## config.mk

```make
export PLATFORM = sky130hd
export DESIGN_NAME = odbus_arbiter
export DESIGN_NICKNAME = d
export VERILOG_FILES = /design/src/rtl/odbus_arbiter.sv
export SDC_FILE = /design/constraint.sdc
export NUM_CORES = 1
export LEC_CHECK = 0
export BUFFER_PORTS_ARGS = -buffer_cell sky130_fd_sc_hd__buf_4
export CAP_MARGIN = 20
export CORE_MARGIN = 5
export CORE_UTILIZATION = 51
export DETAILED_ROUTE_END_ITERATION = 10
export GPL_TIMING_DRIVEN = 1
export PLACE_DENSITY = 0.76
export SETUP_SLACK_MARGIN = 0.3
export SLEW_MARGIN = 25
export SYNTH_ARGS = -nofsm -noshare
export SYNTH_HDL_FRONTEND = slang
export SYNTH_SLANG_ARGS = --single-unit
export TNS_END_PERCENT = 100
```

## constraint.sdc

```tcl
create_clock -name clk -period 2.4 [get_ports clk]
set_clock_uncertainty 0.15 [all_clocks]
set_input_delay 0.24 -clock clk [delete_from_list [all_inputs] [get_ports clk]]
set_output_delay 0.24 -clock clk [all_outputs]
set_load 0.005 [all_outputs]
```

## src/rtl/odbus_arbiter.sv

```systemverilog
module odbus_arbiter #(
  parameter int FRAME_BITS = 96,
  parameter int ARB_OCTET  = 11,
  parameter int ADDR_W     = 3,
  parameter int FLAG_BIT   = 5
) (
  input  logic        clk,
  input  logic        rst_n,
  input  logic        bit_stb,
  input  logic        frame_end,
  input  logic        line_in,
  input  logic [2:0]  mode_sel,
  input  logic [ADDR_W-1:0] arb_addr,
  input  logic        sw_req,
  input  logic        tx_req,
  output logic        line_pull,
  output logic        win_stb,
  output logic        lose_stb,
  output logic        bus_owned
);
  localparam int POS_W      = $clog2(FRAME_BITS);
  localparam int ARB_BASE   = ARB_OCTET * 8;
  localparam int FLAG_SLOT  = ARB_BASE + 7 - FLAG_BIT;
  localparam int ADDR_FIRST = ARB_BASE + 8 - ADDR_W;
  localparam int LAST_SLOT  = ARB_BASE + 7;

  logic [POS_W-1:0] pos;
  logic synced, owned, active, win_q, lose_q, cur_bit;

  wire en      = (mode_sel[2:1] == 2'b00);
  wire req     = sw_req | tx_req;
  wire at_flag = synced && (pos == POS_W'(FLAG_SLOT));
  wire in_addr = synced && (pos >= POS_W'(ADDR_FIRST)) && (pos <= POS_W'(LAST_SLOT));
  wire at_last = pos == POS_W'(LAST_SLOT);

  always_comb begin
    cur_bit = 1'b1;
    for (int i = 0; i < ADDR_W; i++)
      if (pos == POS_W'(LAST_SLOT - i)) cur_bit = arb_addr[i];
  end

  assign line_pull = en && ((at_flag && owned && req) || (in_addr && active && !cur_bit));
  assign win_stb   = win_q;
  assign lose_stb  = lose_q;
  assign bus_owned = owned;

  always_ff @(posedge clk or negedge rst_n) begin
    if (!rst_n) begin
      pos    <= '0;
      synced <= 1'b0;
    end else if (bit_stb) begin
      if (frame_end || pos == POS_W'(FRAME_BITS-1)) pos <= '0;
      else pos <= pos + 1'b1;
      if (frame_end) synced <= 1'b1;
    end
  end

  always_ff @(posedge clk or negedge rst_n) begin
    if (!rst_n) begin
      owned  <= 1'b0;
      active <= 1'b0;
      win_q  <= 1'b0;
      lose_q <= 1'b0;
    end else begin
      win_q  <= 1'b0;
      lose_q <= 1'b0;
      if (!en) begin
        owned  <= 1'b0;
        active <= 1'b0;
      end else if (bit_stb) begin
        if (at_flag) begin
          if (owned && !req) owned <= 1'b0;
          if (!owned && req && line_in) active <= 1'b1;
        end else if (in_addr && active) begin
          if (cur_bit && !line_in) begin
            active <= 1'b0;
            lose_q <= 1'b1;
          end else if (at_last) begin
            active <= 1'b0;
            owned  <= 1'b1;
            win_q  <= 1'b1;
          end
        end
      end
    end
  end
endmodule

```

### Word level (Yosys, flattened, before mapping)

Cells that the tools add are included.

| storage, ports and cells | value |
|---|---|
| word-level logic and storage cells | 72 |
| input port bits | 13 |
| register bits | 12 |
| output and inout bits | 4 |

| cells by class | value |
|---|---|
| add/sub/neg operators | 1 |
| reductions and logical operators | 22 |
| order comparisons | 2 |
| mux-type cells | 29 |
| bitwise operators | 1 |
| equality and inequality tests | 11 |

Operator list:

| kind | count |
|---|---|
| == test 7 bit, second input constant | 4 |
| 2-to-1 mux 1 bit | 28 |
| logical AND 1 bit | 12 |
| adder 7 x 1 -> 7 bit, second input constant | 1 |
| >= comparator 7 bit, second input constant | 1 |
| <= comparator 7 bit, second input constant | 1 |
| 2-to-1 mux 7 bit | 1 |
| inequality test 3 x 1 -> 1 bit, second input constant | 2 |
| inequality test 3 x 2 -> 1 bit, second input constant | 2 |
| AND reduction 5 bit | 1 |
| zero test 1 bit | 4 |
| inequality test 4 x 1 -> 1 bit, second input constant | 1 |
| AND reduction 4 bit | 1 |
| inequality test 3 bit, second input constant | 1 |
| zero test 2 bit | 1 |
| logical OR 1 bit | 2 |
| inequality test 2 bit, second input constant | 1 |
| AND reduction 2 bit | 1 |
| bitwise OR 1 bit | 1 |

### Depth between registers and ports, before layout

Gate-level depths: netlist of run 1.

| logic depth | value |
|---|---|
| word-level depth | 10 |
| gate-level depth with buffers | 6 |
| mapped depth without buffers | 6 |

### Least setup slack after synthesis of run 1

Ideal clock, no wire load.

| path | value |
|---|---|
| path type | reg2out |
| start point | register pos[0] |
| end point | output port line_pull |
| cell stages (with the launch flop) | 6 |
| buffers on the path | 0 |
| data arrival time | 1.423 ns |
| path slack | 0.587 ns |
| data required time | 2.010 ns |
| cell sequence | dfrtp_1 -> ha_1 -> nor3b_1 -> o311a_1 -> a32oi_1 -> nor2_1 |

| on the way | value |
|---|---|
| word-level cells in the longest chain between the ends | 8 |
| elaborated cells on any way between the ends | 19 |
| classes of those cells | 2 x order compare; 4 x eq/ne; 3 x mux; 10 x reduce/logical |

Ends and longest elaborated chain:

| what | line | text |
|---|---|---|
| from (decl) | 27 | `logic [POS_W-1:0] pos;` |
| from (signal assigned) | 53 | `else pos <= pos + 1'b1;` |
| parallel branches: the longest is 6 deep, another holds >= comparator 7 bit | -- |  |
| logical OR 1 bit * | 42 | `assign line_pull = en && ((at_flag && owned && req) \|\| (in_addr && active && !cur_bit));` |
| logical AND 1 bit * | 42 |  |
| to (decl) | 16 | `output logic line_pull,` |

Every way passes the cells marked *.

### Worst setup path in the final report of run 1

| path | value |
|---|---|
| start point | register pos[1] |
| end point | output port line_pull |

Same word-level chain as after synthesis.

==> results of run 1 <==
## worst paths after layout
path                                 from  slack [ns]         to
min in group asynchronous           rst_n        0.18  bus_owned
worst max register to register     pos[1]        0.40  bus_owned
worst min register to register     synced        0.37     synced
worst min-delay path            frame_end        0.06     pos[1]
max in group asynchronous           rst_n        1.75     pos[1]
worst max-delay path               pos[1]        0.26  line_pull
## timing repair
item,CTS,global route
pin swaps,3,3
hold buffers,2,0
buffers inserted,5,1
endpoints found under the hold margin,13,0
endpoints found under the setup margin,1,1
gates resized for setup,8,2
## registers in the layout (all words and copies together), names as in the netlist
name	flops
synced	1
pos	7
active	1
win_stb	1
bus_owned	1
lose_stb	1
## per-stage QoR
| stage | util, % | hold WS [ns] | worst slack [ns] |
|---|---|---|---|
| floorplan | - | -0.2056 | 0.5871 |
| global placement | 65.01 | -0.06710 | 0.3596 |
| detailed placement | 65.01 | -0.06852 | 0.3448 |
| CTS | 74.48 | 0.04641 | 0.2373 |
| global route | 75.99 | 0.05433 | 0.1591 |
| finish | 75.99 | 0.05547 | 0.2624 |
## cell type report
| cell class | count | share of cell area (%) |
|---|---|---|
| clock buffer | 4 | 3.580 |
| inverter | 3 | 1.111 |
| multi-input combinational | 59 | 46.05 |
| sequential | 12 | 29.88 |
| tap | 15 | 1.852 |
| timing repair buffer | 23 | 17.53 |
## cell families (layout without fill, tap and decap cells)
| family | after synthesis | in the layout | synth area share (%) |
|---|---|---|---|
| AO/OA/AOI/OAI | 14 | 14 | 18.15 |
| flip-flops | 12 | 12 | 40.34 |
| XOR/XNOR | 4 | 4 | 4.707 |
| adder cells (fa/ha/maj) | 3 | 3 | 5.043 |
| multiplexers | 1 | 1 | 1.345 |
| buffers and inverters | 5 | 30 | 2.688 |
| AND/OR/NAND/NOR | 37 | 37 | 27.73 |
## layout by cell type (no fill, tap or decap), types with 2 or more instances in the layout
cell            n
buf_4          21
dfrtp_1        10
nor2_1          9
nand2_1         7
nand4_1         3
ha_4            3
clkbuf_4        3
inv_2           2
or2_2           2
and4b_1         2
nor3b_1         2
nor4_1          2
nand3_1         2
xnor2_1         2
nand3b_1        2
o21ai_0         2
xor2_1          2
dlygate4sd3_1   2
dfrtp_2         2
## power by group through the flow
stage / sequential (uW) / clock [uW] / combinational [uW]
after floorplan: 220 / 0 / 42.5
after global placement: 224 / 0 / 65.0
after detailed placement: 225 / 0 / 66.7
after CTS: 222 / 161 / 89.0
after global routing: 225 / 174 / 103
final: 223 / 157 / 92.5
## critical path, delay by kind of cell (launching register included)
| family | cells | cell delay [ns] |
|---|---|---|
| compound gates | 2 | 0.50 |
| flops | 1 | 0.47 |
| simple gates | 2 | 0.20 |
| fa+ha+maj | 1 | 0.18 |
| buf+inv | 1 | 0.13 |
## layer usage
layer | wire, microns | track usage (%)
met5 | 0 | 0
met4 | 0 | 2.688
met3 | 92 | 5.904
met2 | 830 | 28.39
met1 | 732 | 20.68
==> run summary, run 1 <==
The flow ran to the end, and the final reports show no timing, DRC or antenna violations. The maximum number of pins on one net before global-route repair came out at 15. The sequential fraction of design power is a little under half.

The mapped netlist covers between 700 and 800 sq um. The logic gate share of total power came out at 19.6%. At the worst endpoint, the arrival time is roughly 1.8 ns. The minimum period implied by the final worst setup slack came out at between 2 and 2.5 ns. The detailed router finished its first iteration with 19 violations. The floorplan step set the die height to about 48 microns.

The peak per-stage delay on the critical path came out at 0.47 ns. The number of levels in the clock H-tree came out at 1. The count of input and output buffers came out at 15. Setup repair after global routing could not meet its margin everywhere. For this design, the slowest cell found on the critical path is dfrtp_2. The total overflow reported by the global router came out at 0. The final hold violation count was 0. The cell area power density came out at 466.1 nW/um^2. Of the synthesized area, sequential elements account for 40.34%. The worst hold-check path type is primary input to flip-flop.

Traced cell by cell, the critical path runs through ha_4, nor3b_1, o311a_1, a32oi_1, nor2_1, buf_4. The number of antenna violations at the first check in global routing is 0. The required time of the critical path is 2.01 ns. Counting instances in the post-synthesis netlist gives the leading cell types as dfrtp_1, nor2_1, nand2_1. The number of cells on the worst reg-to-reg path is 7. The worst slew slack as a fraction of its limit came out at 78.92%.

The internal portion of total power came out at around 350 uW. The clock edge transition at the registers on the reported setup and hold paths came out at ~0.07 ns. By area the synthesized netlist is led by dfrtp_1, ha_1, nor2_1, a311oi_4, nand2_1. Dividing the final minimum period by the clock period gives 89.07%.

The number of buffers on the longest clock path came out at 2. Net switching is 26.18% of the power. The area growth from synthesis to layout is 36.13%.

In the post-synthesis netlist, the cell with the most instances is dfrtp_1. STA classifies the critical path startpoint as a flip-flop. The register bit total from synthesis came out at 12. The switching component of the power came out at about 120 uW. The cell depth of the worst hold path is 2. The die boundary width came out at 48.21 microns. The footprint of the multi-input gates is roughly 470 sq um.

The average cell area after synthesis came out at between 9 and 10 sq um. The final sum of negative setup slack is 0 ns. The number of detailed-routing iterations run before antenna repair came out at 5. The number of nets produced by synthesis is 92. The share of post-route cells with drive strength above 1 is 38.61%. The tree is rooted in a clkbuf_4. The repair_antennas step left the layout with diodes totalling 0. The number of placement rows is 13. The share of synthesized area in the top cell type comes to approximately two fifths.

The largest vdd supply drop came out at between 400 and 500 uV. TritonCTS built the clock tree. The worst setup path is captured at an output pin.

The sum of routed wire length over all layers is 1.655 mm. The placed instances occupy a cell area of 867.1 sq um. The aggregate global-route resource usage came out at 16.73%. The count of synthesis-stage warnings from yosys came out at 0. The detailed router placed roughly 650 vias in this run. The critical path class is flip-flop to output pin. The via count of the first global-routing pass is roughly 640. The CTS sink count came out at 12. The main flop type after synthesis is dfrtp_1. The final max-slew violation count came out at 0. The tool flagged a number of max-cap violations equal to 0.

The count of non-filler cells in the finished layout is 116. The number of clock buffers added by TritonCTS is 3. The placeable core region is roughly 1300 sq um. The initial cell density of the core came out at approximately 56%. Summed over all cells, the static leakage comes to between 0.0004 and 0.0005 uW. The routability congestion estimate is 0.7996. The actual transition at the worst max-transition pin came out at between 0.3 and 0.4 ns. The final net count came out at roughly 120.

The number of placed instances, taps included came out at 104. The final cell area excluding filler cells is 1013 sq um. Summed over all instances, the cell type with the most area after synthesis is dfrtp_1. The first global-routing pass estimated around 2.7 mm of wire.

The wire-length estimate of the detail-placed layout is between 1 and 1.5 mm. After synthesis, the share of flip-flops with an asynchronous set or reset is 100.0%. The maximum fanout count along the critical path came out at 6.

At the later pin of the worst-skew pair, clock insertion delay measures 0.27 ns. The gate count after technology mapping is between 70 and 80. The layout has just under 100 filler cells. Static timing analysis puts the maximum clock frequency at around 470 MHz.

The setup violation total in the final timing report came out at 0. The number of nets with antenna violations after routing is 0. The count of unresolved DRC violations after routing is 0. The number of library cell types mapped by synthesis came out at 37. The total I/O pin count is 17. The sequential cell area in the final layout is around 300 sq um. The total power consumption of the routed design is ~470 uW. Dividing the detail-routed wire length by the instance count gives between 10 and 15 microns. Dividing the detail-routed via count by the number of cells gives around 5.6. The die footprint came out at between 2000 and 2500 sq um. Of the total power, the clock network draws 33.2%. The number of synthesized flops with an enable pin is 0.
No activity file was read; power rests on OpenSTA's default activity.
==> inputs of run 2 (changes only) <==
--- a/config.mk
+++ b/config.mk
@@ -5,10 +5,11 @@
 export SDC_FILE = /design/constraint.sdc
 export NUM_CORES = 1
 export LEC_CHECK = 0
+export ABC_AREA = 1
 export BUFFER_PORTS_ARGS = -buffer_cell sky130_fd_sc_hd__buf_4
 export CAP_MARGIN = 20
 export CORE_MARGIN = 5
-export CORE_UTILIZATION = 51
+export CORE_UTILIZATION = 52
 export DETAILED_ROUTE_END_ITERATION = 10
 export GPL_TIMING_DRIVEN = 1
 export PLACE_DENSITY = 0.76
==> constraint.sdc (replaced) <==
create_clock -name clk -period 2.15 [get_ports clk]
set_clock_uncertainty 0.15 [all_clocks]
set_input_delay 0.215 -clock clk [delete_from_list [all_inputs] [get_ports clk]]
set_output_delay 0.215 -clock clk [all_outputs]
set_load 0.005 [all_outputs]
==> run summary, run 2 <==
The flow ran to the end, and the final reports show no timing, DRC or antenna violations. After floorplanning, the core was sized to cover 1506 sq um. The growth of design area from synthesis to finish is 35.55%. The total power consumption of the routed design is about 510 uW. Across the run, the number of max-cap violations was 0. The required time of the critical path came out at around 1.8 ns. The number of library cell types mapped by synthesis is 22. CTS placed an instance of clkbuf_4 at the clock tree root.

The later pin in the worst-skew pair is clocked with a latency of 0.28 ns. The sum of routed wire length over all layers came out at roughly 2.2 mm. The die is approximately 50 microns tall.

The peak per-stage delay on the critical path came out at approximately 0.41 ns. The CTS sink count came out at 12. The critical-path cell with the highest stage delay is dfrtp_2. The final sum of negative setup slack is 0 ns. The switching component of the power is ~150 uW.

The number of inserted filler cells in the final layout is between 100 and 150. After layout, the worst path uses between 90% and 100% of the clock period. The setup violation total in the final timing report is 0. The total overflow left after global routing is 0. The analysis attributes to cell leakage a power of 0.0005099 uW. The sequential cell area fraction in the yosys report is a little over a third. The first-iteration detailed-routing DRC count is 20. Entering global routing, the biggest net connects 13 pins. The most common cell after layout, fill and taps aside is buf_4. The count of unresolved DRC violations after routing came out at 0. The main flop type after synthesis is dfrtp_1. The aggregate global-route resource usage came out at between 10% and 20%. The number of detailed-routing iterations run before antenna repair is 4. The cell area power density came out at 454.8 nW/um^2.

Per report_power, the clock group accounts for 28.3% of the total. In this run the number of H-tree levels came out at 1. The TritonCTS clock tree is done. The total I/O pin count came out at 17.

The final net count is around 160. Sorting the synthesized cells by how often they occur yields nand2_1, nor2_1, inv_1. The critical path class is flip-flop to output pin.

The die footprint is 2488 sq um. The number of antenna violations at the first check in global routing is 0. The synthesized design contains 0 enable-type register cells. The initial cell density of the core came out at 54.90%. The via total after detailed routing is around 860. In the layout the commonest cells are buf_4, nand2_1, nor2_1, inv_1, dfrtp_1. At the end of routability-driven placement, the weighted congestion stood at ~0.78. The worst endpoint data arrival time came out at ~1.8 ns. The die boundary width came out at 49.88 microns. The worst setup path is launched from a flip-flop. Clock tree synthesis inserted a total of 3 buffers.

After synthesis, the cell types taking the most area are dfrtp_1, nand2_1, nor2_1, inv_1, nand3_1. Walking the worst path, the cells encountered are inv_2, ha_4, nand3_2, nor2_2, buf_4, a21oi_2, nand2_2, a21oi_2, nor2_1, nor2_1, buf_4. The final max-slew violation count is 0.

Yosys printed 0 warnings. Dividing the detail-routed via count by the number of cells gives 5.381. The gate count after technology mapping is approximately 120. The cell type with the highest aggregate area in the netlist is dfrtp_1. The maximum fanout count along the critical path came out at 5. Prior to clock tree synthesis, the placed netlist has a worst setup slack of 0.2757 ns. Setup repair after global routing could not meet its margin everywhere. Net switching is 29.98% of the power. The final hold violation count is 0. The number of nets with antenna violations after routing came out at 0. More flip-flops sit in one register than any other, and that register is pos. The post-DP HPWL came out at approximately 1.4 mm. The worst slew slack as a fraction of its limit came out at 79.46%. Yosys instantiated no cell more often than nand2_1.

The count of antenna diodes in the layout is 0. The upper clock frequency limit came out at 466.4 MHz. The share of synthesized flip-flops with an asynchronous set or reset is 100.0%. The logic gate share of total power is 21.7%.

The top cell type by area accounts for between 30% and 40% of the synthesized area. The number of nets produced by synthesis is about 130. Counting along the longest clock path gives a buffer depth of 2. The count of input and output buffers is 15. The internal portion of total power came out at 357.0 uW.

The share of post-route cells with drive strength above 1 came out at between 40% and 50%. The average cell area after synthesis is approximately 7.1 sq um. The buffering stage count on the worst path with inverters included came out at 3.

The actual transition at the worst max-transition pin is between 0.3 and 0.4 ns. The flip-flop count of the largest register, all copies and words added is 7. Grouping stages by cell kind, the critical path spends the most delay in flip-flops. The worst hold path belongs to the class primary input to flip-flop. In this run, flip-flops and latches consume between 50% and 60% of the power.

After clock tree synthesis, the clock-pin slew on the worst setup and hold paths is around 0.08 ns. The number of placement rows is 14. The largest vdd supply drop is 340.1 uV.

The routed wirelength normalized by instance count is 13.54 microns. The minimum period implied by the final worst setup slack came out at around 2.1 ns. The via count of the first global-routing pass is just over 800.

The worst path setup slack after routing is a little under 0.006 ns. The register bit total from synthesis came out at 12. In this run the cell area of the synthesized design comes to around 830 sq um. The worst setup path is captured at an output pin. The global-route wire length before repair came out at approximately 3.6 mm.
[run 2: per-stage QoR]
| step | area, sq um | util (%) | std cells | hold WS [ns] |
|---|---|---|---|---|
| global route | 1121 | 74.42 | 160 | 0.01224 |
| CTS | 1065 | 70.68 | 158 | 0.003534 |
| global placement | 959.7 | 63.70 | 148 | -0.08605 |
| finish | 1121 | 74.42 | 160 | 0.0008534 |
| floorplan | 827.0 | - | 117 | -0.2306 |
| detailed placement | 959.7 | 63.70 | 148 | -0.08510 |
[run 2: final timing paths]
path	cells past startpoint	start	slack, ns	end
worst max-delay path	11	pos[0]	0.006	line_pull
worst min-delay path	2	bit_stb	0.0009	pos[1]
worst max register to register	10	pos[1]	0.32	bus_owned
worst min register to register	2	active	0.35	active
max in group asynchronous	2	rst_n	1.50	pos[1]
min in group asynchronous	2	rst_n	0.17	pos[6]
[run 2: kinds of logic after synthesis]
group,after synthesis,synth area share (%)
buffers and inverters,19,9.077
XOR/XNOR,1,1.059
AND/OR/NAND/NOR,74,43.72
AO/OA/AOI/OAI,8,5.295
adder cells (fa/ha/maj),3,4.539
flip-flops,12,36.31
[run 2: area by class of cell]
type                       instances  area, sq um  area share, %
inverter                          18        67.56          6.027
sequential                        12        304.0          27.12
tap                               16        20.02          1.786
timing repair buffer              25        192.7          17.19
clock buffer                       3        22.52          2.009
multi-input combinational         86        514.2          45.87
[run 2: power groups by stage]
stage,clock network [uW],registers (uW),logic [uW]
floorplan,0,250,52.5
global placement,0,256,78.7
detailed placement,0,256,80.9
CTS,147,253,103
global route,164,256,125
finish,144,255,111
[run 2: routing by layer]
metal,track usage [%],routed length (microns),vias up
li1,-,-,430
met4,7.424,36,0
met5,0,0,-
met1,23.35,878,394
met3,5.422,168,5
met2,29.45,1082,32
[run 2: worst register-to-register path, stage by stage, from the launching register on]
cell	delay, ns
dfrtp_2	0.42
ha_2	0.22
nand3_1	0.10
nor2_2	0.12
buf_4	0.12
buf_4	0.11
nand3b_1	0.13
nand2_1	0.09
nor2_2	0.10
nand2_1	0.06
a21oi_1	0.13
[run 2: timing repair]
item                                   4_1_cts  5_1_grt
pin swaps                                    5        7
endpoints found under the hold margin       13        0
buffers inserted                             5        2
resized for setup                            9       13
hold buffers                                 2        0
setup endpoints to repair                    1       10
gates cloned                                 0        0
